--- src/rtl/swb_pkg.sv ---
// Package: shared types for the single-wire slave front end.
// Assumes: nothing beyond IEEE 1800-2017 enums.
package swb_pkg;

    // Bus-level states of the slave timing engine
    typedef enum logic [2:0] {
        ST_IDLE      = 3'd0,
        ST_SLOT      = 3'd1,
        ST_WAIT_HI   = 3'd2,
        ST_RECOV     = 3'd3,
        ST_RST_LOW   = 3'd4,
        ST_PRES_WAIT = 3'd5,
        ST_PRES_LOW  = 3'd6
    } swb_state_e;

endpackage

--- src/rtl/swb_interval_timer.sv ---
// Module: tick counter shared by all timed phases.
// Counts up from zero after a clear and saturates at its maximum.
// Assumes: the caller clears it on every phase entry.
module swb_interval_timer #(
    parameter int W = 9
) (
    input  logic         clk,
    input  logic         rst_n,
    input  logic         clr_i,
    output logic [W-1:0] cnt_o
);
    localparam logic [W-1:0] CNT_MAX = {W{1'b1}};

    // Clear, count, or hold at saturation
    always_ff @(posedge clk) begin
        if (!rst_n)
            cnt_o <= '0;
        else if (clr_i)
            cnt_o <= '0;
        else if (cnt_o != CNT_MAX)
            cnt_o <= cnt_o + 1'b1;
    end
endmodule

--- src/rtl/swb_reset_watch.sv ---
// Module: bus reset recogniser.
// Measures how long the master keeps the line low. The device's own
// pull-down is excluded. Pulses hit_o once when the low reaches RESET_TICKS.
// Assumes: line_i is synchronized.
module swb_reset_watch #(
    parameter int RESET_TICKS = 400,
    parameter int W           = 10
) (
    input  logic clk,
    input  logic rst_n,
    input  logic line_i,
    input  logic own_pull_i,
    output logic hit_o
);
    logic [W-1:0] low_cnt;

    // Track the master's low length and flag the threshold crossing once
    always_ff @(posedge clk) begin
        if (!rst_n) begin
            low_cnt <= '0;
            hit_o   <= 1'b0;
        end else begin
            hit_o <= !line_i && !own_pull_i && (low_cnt == W'(RESET_TICKS - 1));
            if (line_i || own_pull_i)
                low_cnt <= '0;
            else if (low_cnt != W'(RESET_TICKS))
                low_cnt <= low_cnt + 1'b1;
        end
    end


    rst_low_chk: assert property (@(posedge clk) disable iff (!rst_n)
        hit_o |-> $past(!line_i));


    rst_once_chk: assert property (@(posedge clk) disable iff (!rst_n)
        hit_o |=> !hit_o);
endmodule

--- src/rtl/swb_slot_fsm.sv ---
// Module: slot and presence sequencer.
// Starts a slot on a falling edge seen while idle, samples write bits,
// drives read zeros and the presence pulse, and applies the recovery guard.
// Assumes: t_i is a timer that reads 0 in the cycle after tmr_clr_o.
module swb_slot_fsm
    import swb_pkg::*;
#(
    parameter int SAMPLE_TICKS    = 30,
    parameter int READ_HOLD_TICKS = 30,
    parameter int PRES_WAIT_TICKS = 30,
    parameter int PRES_LOW_TICKS  = 120,
    parameter int RECOVERY_TICKS  = 10,
    parameter int W               = 10
) (
    input  logic         clk,
    input  logic         rst_n,
    input  logic         line_i,
    input  logic         tx_mode_i,
    input  logic         tx_bit_i,
    input  logic         rst_hit_i,
    input  logic [W-1:0] t_i,
    output logic         tmr_clr_o,
    output logic         pull_o,
    output logic         rx_stb_o,
    output logic         rx_bit_o
);
    swb_state_e state, nxt;
    logic       rd_q, bit_q;
    logic       slot_end, sample_now;

    // Slot length depends on the direction captured at the falling edge
    always_comb begin
        slot_end   = rd_q ? (t_i == W'(READ_HOLD_TICKS - 1)) : (t_i == W'(SAMPLE_TICKS - 1));
        sample_now = (state == ST_SLOT) && !rd_q && (t_i == W'(SAMPLE_TICKS - 1));
    end

    // Next-state and timer-clear decision
    always_comb begin
        nxt       = state;
        tmr_clr_o = 1'b0;
        case (state)
            ST_IDLE:      if (!line_i) begin nxt = ST_SLOT; tmr_clr_o = 1'b1; end
            ST_SLOT:      if (slot_end) nxt = ST_WAIT_HI;
            ST_WAIT_HI:   if (line_i) begin nxt = ST_RECOV; tmr_clr_o = 1'b1; end
            ST_RECOV:     if (!line_i) nxt = ST_WAIT_HI;
                          else if (t_i == W'(RECOVERY_TICKS - 1)) nxt = ST_IDLE;
            ST_RST_LOW:   if (line_i) begin nxt = ST_PRES_WAIT; tmr_clr_o = 1'b1; end
            ST_PRES_WAIT: if (t_i == W'(PRES_WAIT_TICKS - 1)) begin
                              nxt = ST_PRES_LOW; tmr_clr_o = 1'b1;
                          end
            ST_PRES_LOW:  if (t_i == W'(PRES_LOW_TICKS - 1)) nxt = ST_WAIT_HI;
            default:      nxt = ST_IDLE;
        endcase
        if (rst_hit_i) begin
            nxt       = ST_RST_LOW;
            tmr_clr_o = 1'b1;
        end
    end

    // State register and capture of the slot's direction and bit
    always_ff @(posedge clk) begin
        if (!rst_n) begin
            state <= ST_IDLE;
            rd_q  <= 1'b0;
            bit_q <= 1'b1;
        end else begin
            state <= nxt;
            if (state == ST_IDLE && !line_i) begin
                rd_q  <= tx_mode_i;
                bit_q <= tx_bit_i;
            end
        end
    end

    // Registered write-bit result
    always_ff @(posedge clk) begin
        if (!rst_n) begin
            rx_stb_o <= 1'b0;
            rx_bit_o <= 1'b0;
        end else begin
            rx_stb_o <= sample_now && !rst_hit_i;
            if (sample_now)
                rx_bit_o <= line_i;
        end
    end

    // Pull-down only for a read zero or the presence reply
    assign pull_o = ((state == ST_SLOT) && rd_q && !bit_q) || (state == ST_PRES_LOW);


    rd_one_silent_chk: assert property (@(posedge clk) disable iff (!rst_n)
        (state == ST_SLOT && rd_q && bit_q) |-> !pull_o);


    rx_single_chk: assert property (@(posedge clk) disable iff (!rst_n)
        rx_stb_o |=> !rx_stb_o);


    pres_order_chk: assert property (@(posedge clk) disable iff (!rst_n)
        (state == ST_PRES_LOW && $past(state) != ST_PRES_LOW) |-> $past(state == ST_PRES_WAIT));


    recov_noslot_chk: assert property (@(posedge clk) disable iff (!rst_n)
        (state == ST_RECOV && !line_i && !rst_hit_i) |=> (state == ST_WAIT_HI));
endmodule

--- src/rtl/swb_front.sv ---
// Module: top of the single-wire slave bit timing front end.
// Wires the shared tick timer, the reset recogniser and the slot sequencer.
// Assumes: one clock cycle per tick; line_i already synchronized.
module swb_front #(
    parameter int SAMPLE_TICKS    = 30,
    parameter int READ_HOLD_TICKS = 30,
    parameter int PRES_WAIT_TICKS = 30,
    parameter int PRES_LOW_TICKS  = 120,
    parameter int RECOVERY_TICKS  = 10,
    parameter int RESET_TICKS     = 400
) (
    input  logic clk,
    input  logic rst_n,
    input  logic line_i,
    input  logic tx_mode_i,
    input  logic tx_bit_i,
    output logic pull_o,
    output logic rx_stb_o,
    output logic rx_bit_o,
    output logic rst_stb_o
);
    localparam int M1   = (SAMPLE_TICKS > READ_HOLD_TICKS) ? SAMPLE_TICKS : READ_HOLD_TICKS;
    localparam int M2   = (PRES_WAIT_TICKS > PRES_LOW_TICKS) ? PRES_WAIT_TICKS : PRES_LOW_TICKS;
    localparam int M3   = (M1 > M2) ? M1 : M2;
    localparam int TMAX = (M3 > RECOVERY_TICKS) ? M3 : RECOVERY_TICKS;
    localparam int TW   = $clog2(TMAX + 1) + 1;
    localparam int RW   = $clog2(RESET_TICKS + 1) + 1;

    logic          tmr_clr;
    logic [TW-1:0] t_cnt;
    logic          rst_hit;

    swb_interval_timer #(.W(TW)) u_timer (
        .clk   (clk),
        .rst_n (rst_n),
        .clr_i (tmr_clr),
        .cnt_o (t_cnt)
    );

    swb_reset_watch #(.RESET_TICKS(RESET_TICKS), .W(RW)) u_rwatch (
        .clk        (clk),
        .rst_n      (rst_n),
        .line_i     (line_i),
        .own_pull_i (pull_o),
        .hit_o      (rst_hit)
    );

    swb_slot_fsm #(
        .SAMPLE_TICKS    (SAMPLE_TICKS),
        .READ_HOLD_TICKS (READ_HOLD_TICKS),
        .PRES_WAIT_TICKS (PRES_WAIT_TICKS),
        .PRES_LOW_TICKS  (PRES_LOW_TICKS),
        .RECOVERY_TICKS  (RECOVERY_TICKS),
        .W               (TW)
    ) u_fsm (
        .clk       (clk),
        .rst_n     (rst_n),
        .line_i    (line_i),
        .tx_mode_i (tx_mode_i),
        .tx_bit_i  (tx_bit_i),
        .rst_hit_i (rst_hit),
        .t_i       (t_cnt),
        .tmr_clr_o (tmr_clr),
        .pull_o    (pull_o),
        .rx_stb_o  (rx_stb_o),
        .rx_bit_o  (rx_bit_o)
    );

    assign rst_stb_o = rst_hit;
endmodule

--- config.mk ---
export PLATFORM = sky130hd
export DESIGN_NAME = swb_front
export DESIGN_NICKNAME = d
export VERILOG_FILES = /design/src/rtl/swb_pkg.sv /design/src/rtl/swb_interval_timer.sv /design/src/rtl/swb_reset_watch.sv /design/src/rtl/swb_slot_fsm.sv /design/src/rtl/swb_front.sv
export SDC_FILE = /design/constraint.sdc
export NUM_CORES = 1
export LEC_CHECK = 0
export ABC_CLOCK_PERIOD_IN_PS = 4100
export CAP_MARGIN = 20
export CELL_PAD_IN_SITES_DETAIL_PLACEMENT = 0
export CELL_PAD_IN_SITES_GLOBAL_PLACEMENT = 2
export CORE_MARGIN = 2
export CORE_UTILIZATION = 30
export CTS_CLUSTER_SIZE = 28
export DETAILED_ROUTE_END_ITERATION = 10
export HOLD_SLACK_MARGIN = 0.1
export PLACE_DENSITY_LB_ADDON = 0.08
export REMOVE_ABC_BUFFERS = 1
export SLEW_MARGIN = 5
export SYNTH_ARGS = -nofsm -noshare
export SYNTH_HDL_FRONTEND = slang
export SYNTH_SLANG_ARGS = --single-unit
--- constraint.sdc ---
create_clock -name clk -period 4.1 [get_ports clk]
set_input_delay 0.615 -clock clk [delete_from_list [all_inputs] [get_ports clk]]
set_output_delay 0.615 -clock clk [all_outputs]
set_load 0.02 [all_outputs]
# Word-level counts from Yosys, hierarchy flattened
# Cells that the tools add are included.
[word_totals]
reg_bits = 26
in_bits = 5
wordCells = 75
[classes]
n_addsub = 2
n_eq_ne = 26
n_mux = 15
bitwise = 1
n_reduce_logical = 22
[ops]
columns = ["cell", "n"]
rows = [
  ["$mux W3", 9],
  ["$pmux W3 S7", 1],
  ["$reduce_and A7 Y1", 2],
  ["$ne A3 B2 Y1 const B", 4],
  ["$add A10 B1 Y10 const B", 1],
  ["$eq A10 B9 Y1 const B", 1],
  ["$ne A10 B9 Y1 const B", 1],
  ["$eq A3 B3 Y1 const B", 3],
  ["$ne A3 B3 Y1 const B", 3],
  ["$add A8 B1 Y8 const B", 1],
  ["$eq A8 B4 Y1 const B", 1],
  ["$eq A8 B5 Y1 const B", 1],
  ["$eq A8 B7 Y1 const B", 1],
  ["$logic_and A1 B1 Y1", 8],
  ["$ne A8 B8 Y1 const B", 1],
  ["$reduce_or A2 Y1", 4],
  ["$eq A3 B2 Y1 const B", 2],
  ["$ne A2 B1 Y1 const B", 3],
  ["$ne A2 B2 Y1 const B", 3],
  ["$logic_not A1 Y1", 5],
  ["$mux W1", 4],
  ["$ne A4 B3 Y1 const B", 1],
  ["$eq A3 B1 Y1 const B", 1],
  ["$logic_not A3 Y1", 1],
  ["other kinds (3)", 4],
]

# Longest topological paths before layout
[depth]
word_depth = 7
ltp_mapped = 6
mapped_depth_nobuf = 6

# Cells and area by module
# A second synthesis with hierarchy kept.
[unflattened]
hier_cells = 169
area_unflattened_um2 = 1465.2
[by_module_without_submodules]
columns = ["mod", "n_inst", "cells_each", "area_per_inst_um2", "seq_area_each_um2"]
rows = [
  ["swb_reset_watch", 1, 60, 528.0, 220.2],
  ["swb_slot_fsm", 1, 61, 516.7, 140.1],
  ["swb_interval_timer", 1, 48, 420.4, 160.2],
]

# Least setup slack after synthesis
# Ideal clock, no wire load.
[synth_timing]
path_kind = "reg-to-output"
startpoint = "reg u_fsm.state[1]"
endpoint = "out pull_o"
arrival_time_ps = 1406
required_time_ps = 3485
path_slack_ps = 2079
stages_incl_launch_ff = 4
n_path_buf = 1
path_cell_list = "dfxtp_1 buf_6 or4b_4 o21ai_0"
[synth_between]
elab_chain_cells = 4
[synth_lines]
columns = ["element", "line", "source"]
rows = [
  ["start, declared", "swb_slot_fsm.sv:27", "swb_state_e state, nxt;"],
  ["start signal, assigned", "swb_slot_fsm.sv:67", "state <= nxt;"],
  ["$eq A3 B1 Y1", "swb_slot_fsm.sv:88", "assign pull_o = ((state == ST_SLOT) && rd_q && !bit_q) || (state == ST_PRES_LOW);"],
  ["$logic_and A1 B1 Y1 (2 in series)", "swb_slot_fsm.sv:88", ""],
  ["$logic_or A1 B1 Y1 *", "swb_slot_fsm.sv:88", ""],
  ["end, declared", "swb_front.sv:17", "output logic pull_o,"],
]
# Every way passes the cells marked *; elsewhere a longest branch is shown, timed or not.

# Final worst setup path
[layout_timing]
startpoint = "reg u_fsm.state[2]"
endpoint = "out pull_o"
# Same word-level chain as after synthesis.

==> flow_summary.rst <==
.. list-table::
   :header-rows: 1

   * - Metric
     - Value
   * - Status
     - finished clean
   * - CP max-delay cell
     - sky130_fd_sc_hd__clkdlybuf4s50_1
   * - Starting Density
     - between 30% and 40%
   * - Total clock buffers created by CTS
     - 3
   * - Overall global routing resource usage
     - 11.3%
   * - Total of flip-flops plus latches after synthesis
     - 26
   * - Final weighted congestion in routability-driven placement
     - 0.727
   * - Vertical die dimension
     - between 60 and 70 µm
   * - CP max FO
     - 11
   * - Clock share of power
     - a little over a third
   * - Total wire length
     - ~2500 µm
   * - Post-layout instance count excluding filler cells
     - 202
   * - Number of filler cells placed in the layout
     - approximately 430
   * - R2R cell count
     - 5
   * - Detailed-router iteration count before antenna repair
     - 4
   * - Met3 Wirelength
     - 96 µm
   * - Metal-1 WL
     - between 1000 and 1500 µm
   * - Yosys warns
     - 0
   * - Worst-case vdd ir drop
     - 162 µV
   * - CTS H-Tree Depth
     - 1
   * - Share of total power in sequential cells
     - 56.7%
   * - Setup slack on the worst flop-to-flop path
     - 2.33 ns
   * - Delay-heaviest family, CP
     - buffers and inverters
   * - Vias after detailed routing
     - 1,020
   * - Area occupied by multi-input gates
     - 719 µm²
   * - TritonCTS clock tree
     - yes
   * - Worst hold path startpoint
     - u_fsm.bit_q
   * - Number of library cell types mapped by synthesis
     - 42
   * - Cell Rows
     - 23
   * - Total I/O pin count
     - 9
   * - Most frequent standard cell in the layout excluding fill and tap cells
     - sky130_fd_sc_hd__dfxtp_1
   * - Clock tree root driver cell
     - sky130_fd_sc_hd__clkbuf_8
   * - Share of synthesized registers carrying an async set or reset
     - 0%
   * - Normalized max-slew margin
     - 62.0%
   * - Number of enable flip-flop cells after synthesis
     - 0
   * - Flip-flop cell with the highest count after synthesis
     - sky130_fd_sc_hd__dfxtp_1
   * - Net switching fraction of the power
     - 22.8%
   * - Die ar.
     - 4840 µm²
   * - Total core area
     - 4060 µm²
   * - Iter 0 DRT Violations
     - approximately 100
   * - Clk_skew
     - 0.00282 ns
   * - WS Path Type
     - reg -> out
   * - Most used cells in the layout excluding fill and tap cells
     - sky130_fd_sc_hd__dfxtp_1, sky130_fd_sc_hd__nor2_1, sky130_fd_sc_hd__inv_1, sky130_fd_sc_hd__clkdlybuf4s50_1
   * - Number of antenna repair diodes
     - 0
   * - Global route total overflow
     - 0
   * - End of the worst hold path
     - u_fsm.bit_q
   * - Cells after DPL
     - 198
   * - Die W
     - 69.5 µm
   * - Number of nets with antenna violations after detailed routing
     - 0
   * - Highest cell delay on the worst timing path
     - 0.63 ns
   * - Worst hold path cell count
     - 2
   * - Pin count of the biggest net entering global routing
     - 15
   * - Global-route wire length before repair
     - between 4000 and 5000 µm
   * - Clock latency of the later-clocked register in the worst-skew pair
     - about 0.27 ns
   * - Share of the cycle needed by the critical path after routing
     - 65.6%
   * - Leakage component of the power
     - 0.493 nW
   * - CP Capture Type
     - output port
   * - Average size of a mapped cell
     - roughly 9.0 µm²
   * - Final setup violating endpoints
     - 0
   * - Post-synthesis cell count
     - 143
   * - Endpoint required time on the critical path
     - 3.48 ns
   * - Antenna violations before repair
     - 0
   * - Critical path startpoint category
     - flop
   * - Avg Vias per Cell
     - 5.05
   * - Clock sinks
     - 26
   * - Critical R2R Capture
     - u_timer.cnt_o[5]
   * - Via count of the first global-routing pass
     - ~1,000
   * - Final hold vios
     - 0
   * - Number of buffers and inverters on the critical path
     - 1
   * - Layout-stage area growth over the synthesis result
     - 13.9%
   * - Clock transition time at the flip-flop clock pins of the worst setup and hold paths
     - 0.09 ns
   * - Count of cells resized by post-cts repair
     - 0
   * - Min Tclk post-route
     - 2.69 ns
   * - DRC
     - 0
   * - Fin. max-slew vios
     - 0
   * - PwrDens
     - between 300 and 400 nW/µm²
   * - Achievable clock frequency
     - ~370 MHz
   * - Hold-fix buffers at CTS
     - 0
   * - RSZ-0062 raised after global routing
     - no
   * - Post-CTS Setup Bufs
     - 0
   * - Min-Delay Path Class
     - reg -> reg
   * - Accumulated negative setup slack
     - 0 ns
   * - Internal cell power
     - about 0.00036 W
   * - Arrival time worst endpoint
     - 2.08 ns
   * - Highest layer used for signal routing
     - met4
   * - Layout net count
     - 162
   * - Least-Margin Pin Slew
     - 0.565 ns
   * - Max-cap violation count
     - 0
   * - Flip-flop and latch area
     - 520 µm²
   * - Met2 Wirelength
     - 1250 µm
   * - Layout cells sized above 1
     - 5.92%
   * - # port buffers
     - 8
   * - Synth Cell Area
     - 1290 µm²
   * - Sequential-to-total area share from yosys stat
     - 40.4%
   * - Chain of cells forming the critical path
     - or4b_4, o21ai_0, clkdlybuf4s50_1
   * - Half-perimeter wire length of the detailed placement result
     - 1860 µm
   * - Launch point of the worst reg-to-reg path
     - u_timer.cnt_o[0]
   * - Clk buf depth
     - 2
   * - Switching pwr
     - approximately 0.00011 W
   * - Relative contribution of combinational cells to total power
     - 7.8%
   * - Routed length per placed instance
     - between 10 and 15 µm
[stage by stage]
stage	setup slack [ns]	utilization (%)	instance area (µm²)	hold slack [ns]	power [W]
3_5_place_dp	1.73	34.8	1410	0.467	0.000307
4_1_cts	1.41	36.2	1470	0.491	0.000478
5_1_grt	1.31	36.2	1470	0.529	0.000495
2_1_floorplan	2.04	-	1270	0.442	0.000293
3_3_place_gp	1.73	34.8	1410	0.469	0.000307
6_report	1.41	36.2	1470	0.485	0.000466
[cell type report]
class                   count  area share [%]
multi-input cells         106            49.0
flip-flops and latches     26            35.5
repair buffers              8            5.46
well taps                  50            4.26
clock buffers               4            3.75
inverters                   8            2.05
[synth_stat cells (2+ instances only)]
cell type	instances	area, µm²
sky130_fd_sc_hd__dfxtp_1	26	521
sky130_fd_sc_hd__nor2_1	19	71.3
sky130_fd_sc_hd__inv_1	8	30.0
sky130_fd_sc_hd__a21oi_1	7	35.0
sky130_fd_sc_hd__nand3_1	7	35.0
sky130_fd_sc_hd__o21ai_0	7	35.0
sky130_fd_sc_hd__xnor2_1	7	61.3
sky130_fd_sc_hd__a211oi_1	4	30.0
sky130_fd_sc_hd__a31oi_1	4	25.0
sky130_fd_sc_hd__ha_1	4	50.1
sky130_fd_sc_hd__mux2i_1	4	40.0
sky130_fd_sc_hd__nand2_1	4	15.0
sky130_fd_sc_hd__and3_1	3	18.8
sky130_fd_sc_hd__nor3_1	3	15.0
sky130_fd_sc_hd__or3_1	3	18.8
sky130_fd_sc_hd__xor2_1	3	26.3
sky130_fd_sc_hd__a311oi_1	2	17.5
sky130_fd_sc_hd__clkbuf_1	2	7.51
sky130_fd_sc_hd__nand4_1	2	12.5
sky130_fd_sc_hd__nor2b_1	2	12.5
[sequential cells by signal, summed over array words and instances, names as in the netlist]
register and cells:
u_fsm.rd_q 1, u_timer.cnt_o 8, u_fsm.state 3, u_fsm.rx_bit_o 1, u_fsm.rx_stb_o 1, u_fsm.bit_q 1, u_rwatch.low_cnt 10, u_rwatch.hit_o 1
[logic make-up (layout without fill, tap and decap cells)]
| family | after synthesis | count (layout) | synth area share (%) |
|---|---|---|---|
| buffers and inverters | 11 | 20 | 3.79 |
| adders and majority gates | 4 | 4 | 3.88 |
| AOI/OAI and AO/OA | 29 | 29 | 15.6 |
| muxes | 4 | 4 | 3.11 |
| DFF | 26 | 26 | 40.4 |
| and+or+nand+nor | 59 | 59 | 26.4 |
| xor gates and xnor gates | 10 | 10 | 6.80 |
[worst register-to-register path, stage by stage, from the launching register on]
cell and delay (ns):
sky130_fd_sc_hd__dfxtp_1 0.42, sky130_fd_sc_hd__ha_1 0.19, sky130_fd_sc_hd__nor4b_2 0.46, sky130_fd_sc_hd__a41oi_1 0.20
sky130_fd_sc_hd__nand2_1 0.31, sky130_fd_sc_hd__nor2_1 0.09
[power groups by stage]
stage / clock (W) / sequential, W / combinational [W]
6_report: 0.000166 / 0.000265 / 0.0000362
4_1_cts: 0.000176 / 0.000265 / 0.0000369
3_5_place_dp: 0 / 0.000271 / 0.0000366
3_3_place_gp: 0 / 0.000270 / 0.0000368
5_1_grt: 0.000187 / 0.000267 / 0.0000411
2_1_floorplan: 0 / 0.000269 / 0.0000247
[worst max path at each step]
| stage | to | start | cells after the start |
|---|---|---|---|
| floorplan | pull_o | u_fsm.state[2] | 2 |
| global placement | pull_o | u_fsm.state[2] | 3 |
| detailed placement | pull_o | u_fsm.state[2] | 3 |
| CTS | pull_o | u_fsm.state[2] | 3 |
| global route | pull_o | u_fsm.state[2] | 3 |
| finish | pull_o | u_fsm.state[2] | 3 |
[routing by layer]
metal	track usage, %	up-vias
met1	13.3	466
met5	0	-
met2	20.1	13
li1	-	539
met4	2.61	0
met3	3.63	2
(Power assumes the default switching activity.)
